==> src/rtl/aclink_pkg.sv <==
package aclink_pkg;
    localparam int TAG_BITS  = 16;
    localparam int SLOT_BITS = 20;
    localparam int NUM_SLOTS = 12;

    typedef enum logic [1:0] {
        ST_IDLE = 2'd0,
        ST_TAG  = 2'd1,
        ST_DATA = 2'd2
    } seq_state_t;
endpackage

==> src/rtl/aclink_frame_latch.sv <==
module aclink_frame_latch #(
    parameter int N_SLOTS = aclink_pkg::NUM_SLOTS,
    parameter int SLOT_W  = aclink_pkg::SLOT_BITS
) (
    input  logic                      clk,
    input  logic                      rst_n,
    input  logic                      load_i,
    input  logic                      take_i,
    input  logic [N_SLOTS-1:0]        mask_i,
    input  logic [N_SLOTS*SLOT_W-1:0] data_i,
    output logic [N_SLOTS-1:0]        mask_q,
    output logic [SLOT_W-1:0]         data_q [N_SLOTS]
);
    // Mask: a boundary without an offer yields an empty frame.
    always_ff @(posedge clk or negedge rst_n) begin
        if (!rst_n) begin
            mask_q <= '0;
        end else if (load_i) begin
            mask_q <= take_i ? mask_i : '0;
        end
    end

    for (genvar s = 0; s < N_SLOTS; s++) begin : g_slot
        always_ff @(posedge clk or negedge rst_n) begin
            if (!rst_n) begin
                data_q[s] <= '0;
            end else if (load_i && take_i) begin
                data_q[s] <= data_i[s*SLOT_W +: SLOT_W];
            end
        end
    end
endmodule

==> src/rtl/aclink_tag_gen.sv <==
module aclink_tag_gen #(
    parameter int N_SLOTS = aclink_pkg::NUM_SLOTS,
    parameter int TAG_W   = aclink_pkg::TAG_BITS
) (
    input  logic [N_SLOTS-1:0] mask_i,
    output logic [TAG_W-1:0]   tag_o
);
    localparam int PAD_W = TAG_W - 1 - N_SLOTS;

    // Frame-valid flag in the top bit.
    assign tag_o[TAG_W-1] = |mask_i;

    // Slot flags in slot order, directly below the frame-valid flag.
    for (genvar i = 0; i < N_SLOTS; i++) begin : g_flag
        assign tag_o[TAG_W-2-i] = mask_i[i];
    end

    for (genvar j = 0; j < PAD_W; j++) begin : g_pad
        assign tag_o[j] = 1'b0;
    end
endmodule

==> src/rtl/aclink_seq.sv <==
module aclink_seq
    import aclink_pkg::*;
#(
    parameter int TAG_W   = aclink_pkg::TAG_BITS,
    parameter int SLOT_W  = aclink_pkg::SLOT_BITS,
    parameter int N_SLOTS = aclink_pkg::NUM_SLOTS,
    localparam int TB_W   = $clog2(TAG_W),
    localparam int SI_W   = $clog2(N_SLOTS),
    localparam int BI_W   = $clog2(SLOT_W)
) (
    input  logic            clk,
    input  logic            rst_n,
    input  logic            halt_i,
    input  logic            bit_i,
    output logic            frm_ready_o,
    output logic            sync_o,
    output logic            sdo_o,
    output logic            tag_phase_o,
    output logic [TB_W-1:0] tag_bit_o,
    output logic [SI_W-1:0] slot_o,
    output logic [BI_W-1:0] bit_o
);
    seq_state_t state, nstate;
    logic       last_bit;

    assign last_bit    = (state == ST_DATA) && (slot_o == SI_W'(N_SLOTS - 1))
                         && (bit_o == '0);
    assign frm_ready_o = !halt_i && ((state == ST_IDLE) || last_bit);
    assign tag_phase_o = (state == ST_TAG);

    always_comb begin
        nstate = state;
        unique case (state)
            ST_IDLE: nstate = halt_i ? ST_IDLE : ST_TAG;
            ST_TAG:  nstate = (tag_bit_o == '0) ? ST_DATA : ST_TAG;
            ST_DATA: begin
                if (last_bit) nstate = halt_i ? ST_IDLE : ST_TAG;
            end
            default: nstate = ST_IDLE;
        endcase
    end

    // State register with its position counters.
    always_ff @(posedge clk or negedge rst_n) begin
        if (!rst_n) begin
            state     <= ST_IDLE;
            tag_bit_o <= '0;
            slot_o    <= '0;
            bit_o     <= '0;
        end else begin
            state <= nstate;
            if (nstate == ST_TAG && state != ST_TAG) begin
                tag_bit_o <= TB_W'(TAG_W - 1);
            end else if (state == ST_TAG) begin
                tag_bit_o <= tag_bit_o - 1'b1;
            end
            if (state == ST_TAG && nstate == ST_DATA) begin
                slot_o <= '0;
                bit_o  <= BI_W'(SLOT_W - 1);
            end else if (state == ST_DATA) begin
                if (bit_o == '0) begin
                    slot_o <= slot_o + 1'b1;
                    bit_o  <= BI_W'(SLOT_W - 1);
                end else begin
                    bit_o <= bit_o - 1'b1;
                end
            end
        end
    end

    // Registered link outputs: strobe tracks the next state, data lags one edge.
    always_ff @(posedge clk or negedge rst_n) begin
        if (!rst_n) begin
            sync_o <= 1'b0;
            sdo_o  <= 1'b0;
        end else begin
            sync_o <= (nstate == ST_TAG);
            sdo_o  <= (state == ST_IDLE) ? 1'b0 : bit_i;
        end
    end
endmodule

==> src/rtl/aclink_tx.sv <==
module aclink_tx #(
    parameter int TAG_W   = aclink_pkg::TAG_BITS,
    parameter int SLOT_W  = aclink_pkg::SLOT_BITS,
    parameter int N_SLOTS = aclink_pkg::NUM_SLOTS
) (
    input  logic                      clk,
    input  logic                      rst_n,
    input  logic                      halt_i,
    input  logic                      frm_valid_i,
    output logic                      frm_ready_o,
    input  logic [N_SLOTS-1:0]        slot_valid_i,
    input  logic [N_SLOTS*SLOT_W-1:0] slot_data_i,
    output logic                      sync_o,
    output logic                      sdo_o
);
    localparam int TB_W = $clog2(TAG_W);
    localparam int SI_W = $clog2(N_SLOTS);
    localparam int BI_W = $clog2(SLOT_W);

    logic [N_SLOTS-1:0] vmask_q;
    logic [SLOT_W-1:0]  slot_q [N_SLOTS];
    logic [TAG_W-1:0]   tag_w;
    logic               tag_phase;
    logic [TB_W-1:0]    tag_bit;
    logic [SI_W-1:0]    slot_idx;
    logic [BI_W-1:0]    bit_idx;
    logic               cur_bit;

    aclink_frame_latch #(.N_SLOTS(N_SLOTS), .SLOT_W(SLOT_W)) u_latch (
        .clk    (clk),
        .rst_n  (rst_n),
        .load_i (frm_ready_o),
        .take_i (frm_valid_i),
        .mask_i (slot_valid_i),
        .data_i (slot_data_i),
        .mask_q (vmask_q),
        .data_q (slot_q)
    );

    aclink_tag_gen #(.N_SLOTS(N_SLOTS), .TAG_W(TAG_W)) u_tag (
        .mask_i (vmask_q),
        .tag_o  (tag_w)
    );

    // Bit under the sequencer's position; invalid slots read as zero.
    always_comb begin
        if (tag_phase) begin
            cur_bit = tag_w[tag_bit];
        end else begin
            cur_bit = vmask_q[slot_idx] & slot_q[slot_idx][bit_idx];
        end
    end

    aclink_seq #(.TAG_W(TAG_W), .SLOT_W(SLOT_W), .N_SLOTS(N_SLOTS)) u_seq (
        .clk         (clk),
        .rst_n       (rst_n),
        .halt_i      (halt_i),
        .bit_i       (cur_bit),
        .frm_ready_o (frm_ready_o),
        .sync_o      (sync_o),
        .sdo_o       (sdo_o),
        .tag_phase_o (tag_phase),
        .tag_bit_o   (tag_bit),
        .slot_o      (slot_idx),
        .bit_o       (bit_idx)
    );
endmodule

==> config.mk <==
export PLATFORM = sky130hd
export DESIGN_NAME = aclink_tx
export DESIGN_NICKNAME = d
export VERILOG_FILES = /design/src/rtl/aclink_pkg.sv /design/src/rtl/aclink_frame_latch.sv /design/src/rtl/aclink_tag_gen.sv /design/src/rtl/aclink_seq.sv /design/src/rtl/aclink_tx.sv
export SDC_FILE = /design/constraint.sdc
export NUM_CORES = 1
export LEC_CHECK = 0
export CAP_MARGIN = 10
export CORE_MARGIN = 5
export CORE_UTILIZATION = 35
export CTS_BUF_LIST = sky130_fd_sc_hd__clkbuf_4 sky130_fd_sc_hd__clkbuf_8
export CTS_CLUSTER_SIZE = 20
export DETAILED_ROUTE_END_ITERATION = 16
export PLACE_DENSITY = 0.66
export SETUP_SLACK_MARGIN = 0.3
export SYNTH_ARGS = -nofsm -noshare
export SYNTH_HDL_FRONTEND = slang
export SYNTH_SLANG_ARGS = --single-unit
export TNS_END_PERCENT = 10
==> constraint.sdc <==
create_clock -name clk -period 5.2 [get_ports clk]
set_input_delay 0.52 -clock clk [delete_from_list [all_inputs] [get_ports clk]]
set_output_delay 0.52 -clock clk [all_outputs]
set_load 0.01 [all_outputs]
Word level (Yosys, flattened, before mapping)
Index checks and enable logic that the tools add are counted.

word-level totals
  register bits after elaboration = 269
  input port bits = 256
  output and inout port bits = 3

operators by class
  add/subtract/negate cells = 3
  order comparisons = 4
  equal/unequal tests = 6
  multiplexer cells = 24
  bitwise operators = 2
  reductions and logical operators = 16

operator list
  operator                                                                       count
  20-bit binary-select mux with 4-bit select                                     1
  20-bit two-way mux                                                             2
  4-bit two-way mux                                                              5
  5-bit two-way mux                                                              3
  12-bit two-way mux                                                             1
  12-bit OR reduction                                                            1
  4-bit by 5-bit less-than comparator with 1-bit output (second input constant)  2
  1-bit binary-select mux with 4-bit select                                      2
  1-bit logical AND                                                              6
  5-bit by 6-bit less-than comparator with 1-bit output (second input constant)  1
  1-bit two-way mux                                                              6
  2-bit case mux with 3 select lines                                             1
  2-bit nonzero test                                                             3
  1-bit binary-select mux with 5-bit select                                      1
  5-bit >= comparator (second input constant)                                    1
  5-bit zero test                                                                1
  4-bit NOT with 5-bit output                                                    1
  5-bit by 1-bit subtractor with 5-bit output (second input constant)            1
  4-bit by 1-bit adder with 4-bit output (second input constant)                 1
  2-bit by 1-bit equality test with 1-bit output (second input constant)         2
  2-bit equality test (second input constant)                                    2
  4-bit equality test (second input constant)                                    1
  4-bit zero test                                                                1
  2-bit two-way mux                                                              2
  other kinds (7)                                                                7

Depth between registers and ports, before layout
Gate-level depths: netlist (run 1).

  depth after elaboration = 9
  mapped depth = 12
  gate-level depth less buffers = 8

Modules after synthesis
Synthesis (run 1) repeated with hierarchy kept, for this count alone.

second synthesis, totals
  cell total of the unflattened synthesis = 853
  area, all modules = 13585.5 um2

by module, submodules not included
  module              times used  cells each  area each (um2)  sequential area each (um2)
  aclink_frame_latch  1           559         10217.3          6306.0
  aclink_tx           1           177         2292.2           0.0
  aclink_seq          1           97          935.9            425.4
  aclink_tag_gen      1           20          140.1            0.0

Worst setup path after synthesis (run 1)
No wires, ideal clock.

  path type = register -> output
  start point = register u_seq.bit_o[0]
  end point = output frm_ready_o
  arrival time = 2.064 ns
  data required time = 4.680 ns
  setup slack = 2.616 ns
  stages on the path, launching flop included = 10
  buffers on the path = 3
  cell sequence = dfrtp_1 > clkbuf_1 > clkinv_1 > ha_1 > nor4b_4 > nand3_1 > a211o_1 > buf_6 > clkinv_2 > clkbuf_1

on the way
  cells in the longest elaborated chain, start to end = 4

ends and longest elaborated chain
  element                 line              RTL
  start, declared         aclink_seq.sv:21  output logic [BI_W-1:0] bit_o
  start signal, assigned  aclink_seq.sv:59  bit_o <= BI_W'(SLOT_W - 1);
  start signal, assigned  aclink_seq.sv:63  bit_o <= BI_W'(SLOT_W - 1);
  start signal, assigned  aclink_seq.sv:65  bit_o <= bit_o - 1'b1;
  5-bit zero test         aclink_seq.sv:27  && (bit_o == '0);
  1-bit logical AND       aclink_seq.sv:27
  1-bit logical OR        aclink_seq.sv:28  assign frm_ready_o = !halt_i && ((state == ST_IDLE) || last_bit);
  1-bit logical AND       aclink_seq.sv:28
  end, declared           aclink_tx.sv:10   output logic frm_ready_o,

No other way between the ends.

Worst setup path in the final report (run 1)
Ends and elaborated chain as after synthesis.

==> impl_metrics.tcl, run 1 <==
set metrics [dict create \
    drc 0 \
    yosys_warnings 0 \
    place_area_um2 16300 \
    synthDistinctLibCells 48 \
    dp_hpwl_um 26400 \
    syn-cell-area_um2 13400 \
    io_buffer_count 258 \
    critical-path-max-stage-delay_ns 0.57 \
    synth_cells 884 \
    cts_max_path_buffers 3 \
    post_drt_wl_per_cell_um 21.5 \
    dp_slack_ns 1.51 \
    grt_max_degree 145 \
    final_nets 1409 \
    ys_seq_area_share_pct 50.4 \
    fin_skew_ns 0.0195 \
    max_slew_margin_pct 44.2 \
    die_y_um 205 \
    worst_ep_arrival_time_ns 3.39 \
    drt_iter0_drc 420 \
    hold_class "reg -> reg" \
    clk_pin_slew_worst_paths_ns 0.06 \
    synth_seq_cells 269 \
    vdd_drop_max_mv 0.146 \
    synth_fp_nets 1144 \
    critPathTopFamily "buffers and inverters" \
    cts_made_buffers 48 \
    grt.total_usage_pct 17.0 \
    syn_area_per_cell_um2 15.1 \
    drt-pass1-iter-count 4 \
    drv_cap 0 \
    design_area_um2 17400 \
    multi_input_area_um2 6160 \
    end_kind "primary output" \
    regArea_um2 6740 \
    power_mw 4.68 \
    gp_congestion 0.899 \
    period_share_pct 75.2 \
    grt_overflow 0 \
    post_cts_resized 0 \
    worst_pin_slew_ns 0.837 \
    drt-total-wl_um 36400 \
    path_buf_inv 4 \
    timing.rr.end "u_latch.data_q[176]" \
    timing.final.hold_violations 0 \
    cts.htree.levels 2 \
    slowest_stage "clkdlybuf4s50_1" \
    status "completed" \
    vias_per_cell 4.97 \
    final_util_pct 46.1 \
    synth_top_area_share_pct 50.4 \
    pin_count 259 \
    ys_top_cells_by_area "dfrtp_1, mux2_4, mux4_2" \
    cts_tree "yes" \
    crit_cells 8 \
    fillers 3410 \
    leakage_nw 8.51 \
    clkSinkCount 269 \
    start_kind "flip-flop" \
    cp_max_fo 17 \
    ff2ff_setup_slack_ns 1.42 \
    setup_ws_ns 1.29 \
    initial_core_util_pct 35.5 \
    layout_common_cells "dfrtp_1, clkdlybuf4s50_1, mux2_4" \
    report.final.slew_viol_count 0 \
    cts_root_buffer "clkbuf_8" \
    die_x_um 205 \
    setup_violations 0 \
    yosys.area.top_type "dfrtp_1" \
    final_antenna_net_count 0 \
    drive_gt1_share_pct 34.3 \
    grt_antenna_before_repair 7 \
    area_growth_pct 29.8 \
    layout.cells.most_common "dfrtp_1" \
    setup_tns_ns 0 \
    synthArstFlopShare_pct 100 \
    setup.worst_path.start "u_seq.bit_o[0]" \
    grt_pass1_vias 9229 \
    fmax_mhz 256 \
    critPathRequiredTime_ns 4.68 \
    critPathCapture "frm_ready_o" \
    die_area_um2 42200 \
    crit_path_cell_trace "clkinv_1 -> ha_1 -> nor4b_4 -> nand3_1 -> a211o_1 -> buf_4 -> clkinv_2 -> clkdlybuf4s50_1" \
    reg2reg_depth 10 \
    grt_pass1_wl_um 55100 \
    criticalPathCategory "reg -> out" \
    period_needed_ns 3.91 \
    core_um2 37700 \
    row_count 71 \
    synthFlopType "dfrtp_1" \
    num_vias 8423 \
    insertion_delay_ns 0.57 \
    rsz0062_at_grt "no" \
    rr_startpoint "u_seq.bit_o[0]" \
    synth-edff-count 0 \
    pwr_density_cell_nw_per_um2 270 \
]
## what timing repair did
action | CTS | global route
hold buffers | 1 | 0
setup buffers | 0 | 0
endpoints found under the hold margin | 69 | 0
## state kept, by name, summed over array words and instances, names as in the netlist
register,flops
u_seq.bit_o,5
u_latch.mask_q,12
u_seq.slot_o,4
u_seq.sync_o,1
u_seq.tag_bit_o,4
u_seq.state,2
u_seq.sdo_o,1
u_latch.data_q,240
## kinds of logic after synthesis
logic type,count (synthesis),synth area share [%]
simple gates,118,4.23
mux,333,37.3
flops,269,50.4
fa+ha+maj,4,0.374
buf+inv,70,3.60
xor+xnor,4,0.262
compound gates,86,3.89
## Yosys cell counts, drive strengths merged (4+ instances only)
cell type and number:
clkbuf 17, buf 45, dfrtp 269, a22oi 4, inv 6, mux4 47, nand2 48, mux2 249
nand3 19, a21oi 25, o22ai 10, nor2b 6, nor3 7, nor2 20, ha 4, o21ai 26
mux2i 37, a221oi 4
## routing by layer
metal | global-route usage, % | vias to the layer above | wire (um)
met3 | 4.44 | 69 | 2280
met2 | 27.3 | 269 | 17300
li1 | - | 3790 | -
met5 | 0 | - | 55
met1 | 22.9 | 4287 | 16000
met4 | 4.86 | 8 | 846
## power by group
| part | switching [mW] | internal, mW |
|---|---|---|
| Combinational | 0.130 | 0.290 |
| Clock | 0.881 | 1.16 |
| Sequential | 0.0443 | 2.17 |
## area by class of cell
class                      count  area share [%]
clock inverter                12           0.519
tap                          511            3.68
timing repair buffer         277            16.0
antenna                        2          0.0288
multi-input combinational    545            35.5
inverter                       8           0.180
sequential                   269            38.8
clock buffer                  71            5.23
## metrics by stage
stage	std cells	hold WS (ns)
after global placement	1609	0.482
after CTS	1693	0.487
after global routing	1693	0.499
final	1695	0.503
after detailed placement	1609	0.488
after floorplan	884	0.224
## how the worst min path moves through the flow
| stage | slack (ns) | end | cells after the start | from |
|---|---|---|---|---|
| after floorplan | 0.22 | u_latch.data_q[0] | 0 | rst_n |
| after global placement | 0.48 | u_latch.data_q[41] | 1 | u_latch.data_q[41] |
| after detailed placement | 0.49 | u_latch.data_q[36] | 1 | u_latch.data_q[36] |
| after CTS | 0.49 | u_latch.mask_q[10] | 3 | slot_valid_i[10] |
| after global routing | 0.50 | u_latch.mask_q[10] | 3 | slot_valid_i[10] |
| final | 0.50 | u_latch.data_q[21] | 1 | u_latch.data_q[21] |
## worst reg2reg max path: cells and delay by family (launching register included)
kind | cells | cell delay [ns]
AND/OR/NAND/NOR | 3 | 0.93
multiplexers | 1 | 0.34
buffers and inverters | 4 | 1.31
flip-flops | 1 | 0.62
adder cells (fa/ha/maj) | 1 | 0.33
AO/OA/AOI/OAI | 1 | 0.13
Power figures use the tool's default switching activity.
==> run 2, diff against run 1 <==
==> constraint.sdc (replaced) <==
create_clock -name clk -period 3.66 [get_ports clk]
set_input_delay 0.366 -clock clk [delete_from_list [all_inputs] [get_ports clk]]
set_output_delay 0.366 -clock clk [all_outputs]
set_load 0.01 [all_outputs]
==> run 2 against run 1 <==
  * Hold slack got worse by 0.14 ns
  * Routed wire length rose by 1.1%
  * Sequential power rose by 42%
  * Design area rose by 0.93%
  * Critical path depth did not move
  * Highest routed layer unchanged
  * Die area did not move
  * Sequential share of layout area fell by 0.35 points
  * Clock skew rose by 0.0057 ns
  * Final cell count rose by 0.24%
  * Combinational power rose by 43%
  * Count of clock-buffer cells in the layout rose by 8
==> impl_metrics.tcl, run 2 (synthesis gave the netlist of run 1 again) <==
set metrics [dict create \
    min_to "u_latch.mask_q[11]" \
    holdPathStages 3 \
    worst_pin_slew_ns 0.851 \
    clkSinkCount 269 \
    critPathTopFamily "buffers and inverters" \
    grt_max_degree 98 \
    drive_gt1_share_pct 34.6 \
    final_nets 1409 \
    row_count 71 \
    end_kind "primary output" \
    max_slew_margin_pct 43.3 \
    vdd_drop_max_mv 0.217 \
    crit_path_cell_trace "clkinv_1 -> buf_4 -> ha_1 -> nor4b_4 -> nand3_1 -> a211o_1 -> clkinv_4 -> clkdlybuf4s50_1" \
    setup_tns_ns 0 \
    dp_cells 1609 \
    cts_made_buffers 47 \
    fin_cells 1699 \
    grt_overflow 0 \
    clk_pin_slew_worst_paths_ns 0.06 \
    critPathRequiredTime_ns 3.29 \
    reg2reg_depth 10 \
    path_buf_inv 4 \
    rsz0062_at_grt "no" \
    cts_tree "yes" \
    post_drt_wl_per_cell_um 21.7 \
    drc 0 \
    largestRegisters "u_latch.data_q (240), u_latch.mask_q (12), u_seq.bit_o (5)" \
    drt-total-wl_um 36800 \
    die_y_um 205 \
    dp_slack_ns 0.444 \
    vias_per_cell 4.91 \
    grt_antenna_before_repair 9 \
    hold_start "slot_valid_i[11]" \
    design_area_um2 17500 \
    gp_congestion 0.868 \
    io_buffer_count 258 \
    dp_hpwl_um 26600 \
    start_kind "flip-flop" \
    initial_core_util_pct 35.5 \
    ff2ff_setup_slack_ns 0.73 \
    timing.final.hold_violations 0 \
    place_area_um2 16400 \
    cts_max_path_buffers 3 \
    status "completed" \
    core_um2 37700 \
    largest_reg_flops 240 \
    layout.cells.most_common "dfrtp_1" \
    grt.total_usage_pct 17.3 \
    drt-pass1-iter-count 5 \
    timing.rr.end "u_latch.data_q[96]" \
    die_x_um 205 \
    leakage_nw 8.59 \
    setup_ws_ns 0.437 \
    grt_pass1_wl_um 55500 \
    pin_count 259 \
    fmax_mhz 310 \
    report.final.slew_viol_count 0 \
    final_util_pct 46.5 \
    drt_iter0_drc 477 \
    regMostFlops "u_latch.data_q" \
    drv_cap 0 \
    criticalPathCategory "reg -> out" \
    layout_common_cells "dfrtp_1, clkdlybuf4s50_1, mux2_4" \
    insertion_delay_ns 0.59 \
    grt_pass1_vias 9180 \
    fin_skew_ns 0.0252 \
    rr_startpoint "u_seq.bit_o[0]" \
    die_area_um2 42200 \
    fillers 3407 \
    slowest_stage "clkdlybuf4s50_1" \
    hold_class "in -> reg" \
    num_vias 8347 \
    area_growth_pct 31.0 \
    period_needed_ns 3.22 \
    period_share_pct 88.1 \
    final_antenna_net_count 0 \
    cts.htree.levels 2 \
    pwr_density_cell_nw_per_um2 396 \
    cp_max_fo 14 \
    cts_root_buffer "clkbuf_8" \
    worst_ep_arrival_time_ns 2.86 \
    critical-path-max-stage-delay_ns 0.55 \
    setup_violations 0 \
]
-- run 2: cell type report --
cell class / instances / area [um^2] / area share [%]
clock inverters: 6 / 105 / 0.600
multi-input cells: 545 / 6160 / 35.2
flip-flops and latches: 269 / 6740 / 38.5
repair buffers: 278 / 2830 / 16.1
diodes: 3 / 7.51 / 0.0429
well taps: 511 / 639 / 3.65
clock buffers: 79 / 1000 / 5.71
inverters: 8 / 37.5 / 0.214
-- run 2: worst max path at each step --
| stage | startpoint | to | slack, ns | cells after the start |
|---|---|---|---|---|
| CTS | u_seq.slot_o[1] | frm_ready_o | 0.32 | 5 |
| detailed placement | u_seq.bit_o[1] | u_latch.data_q[5] | 0.44 | 9 |
| global route | u_seq.bit_o[0] | frm_ready_o | 0.31 | 8 |
| finish | u_seq.bit_o[0] | frm_ready_o | 0.44 | 8 |
| global placement | u_seq.bit_o[1] | u_latch.data_q[3] | 0.51 | 9 |
| floorplan | u_seq.bit_o[0] | u_latch.data_q[0] | 1.14 | 12 |
-- run 2: power by group --
part	switching, mW	internal [mW]	leakage [nW]
logic	0.184	0.416	4.42
registers	0.0617	3.08	3.58
clock network	1.26	1.93	0.586
total	1.51	5.42	8.59
-- run 2: tightest hold or removal path: stages --
cell and delay (ns):
clkdlybuf4s50_1 0.40, nand3_1 0.08, nand2_1 0.05
-- run 2: routing by layer --
metal	routed length [um]	up-vias	global-route usage, %
li1	-	3789	-
met1	15600	4208	22.6
met2	17800	270	28.2
met3	2450	68	4.44
met4	954	12	5.98
met5	87	-	0
-- run 2: stage by stage --
| stage | total power [mW] | hold slack, ns |
|---|---|---|
| finish | 6.93 | 0.367 |
| global placement | 3.79 | 0.468 |
| detailed placement | 3.80 | 0.471 |
| CTS | 7.05 | 0.318 |
| floorplan | 3.38 | 0.0704 |
| global route | 7.21 | 0.356 |
-- run 2: timing repair --
| item | CTS | global route |
|---|---|---|
| resized for setup | 1 | 4 |
| endpoints found under the setup margin | 1 | 1 |
| hold buffers | 1 | 0 |
| hold endpoints to repair | 93 | 0 |
| setup buffers | 1 | 0 |
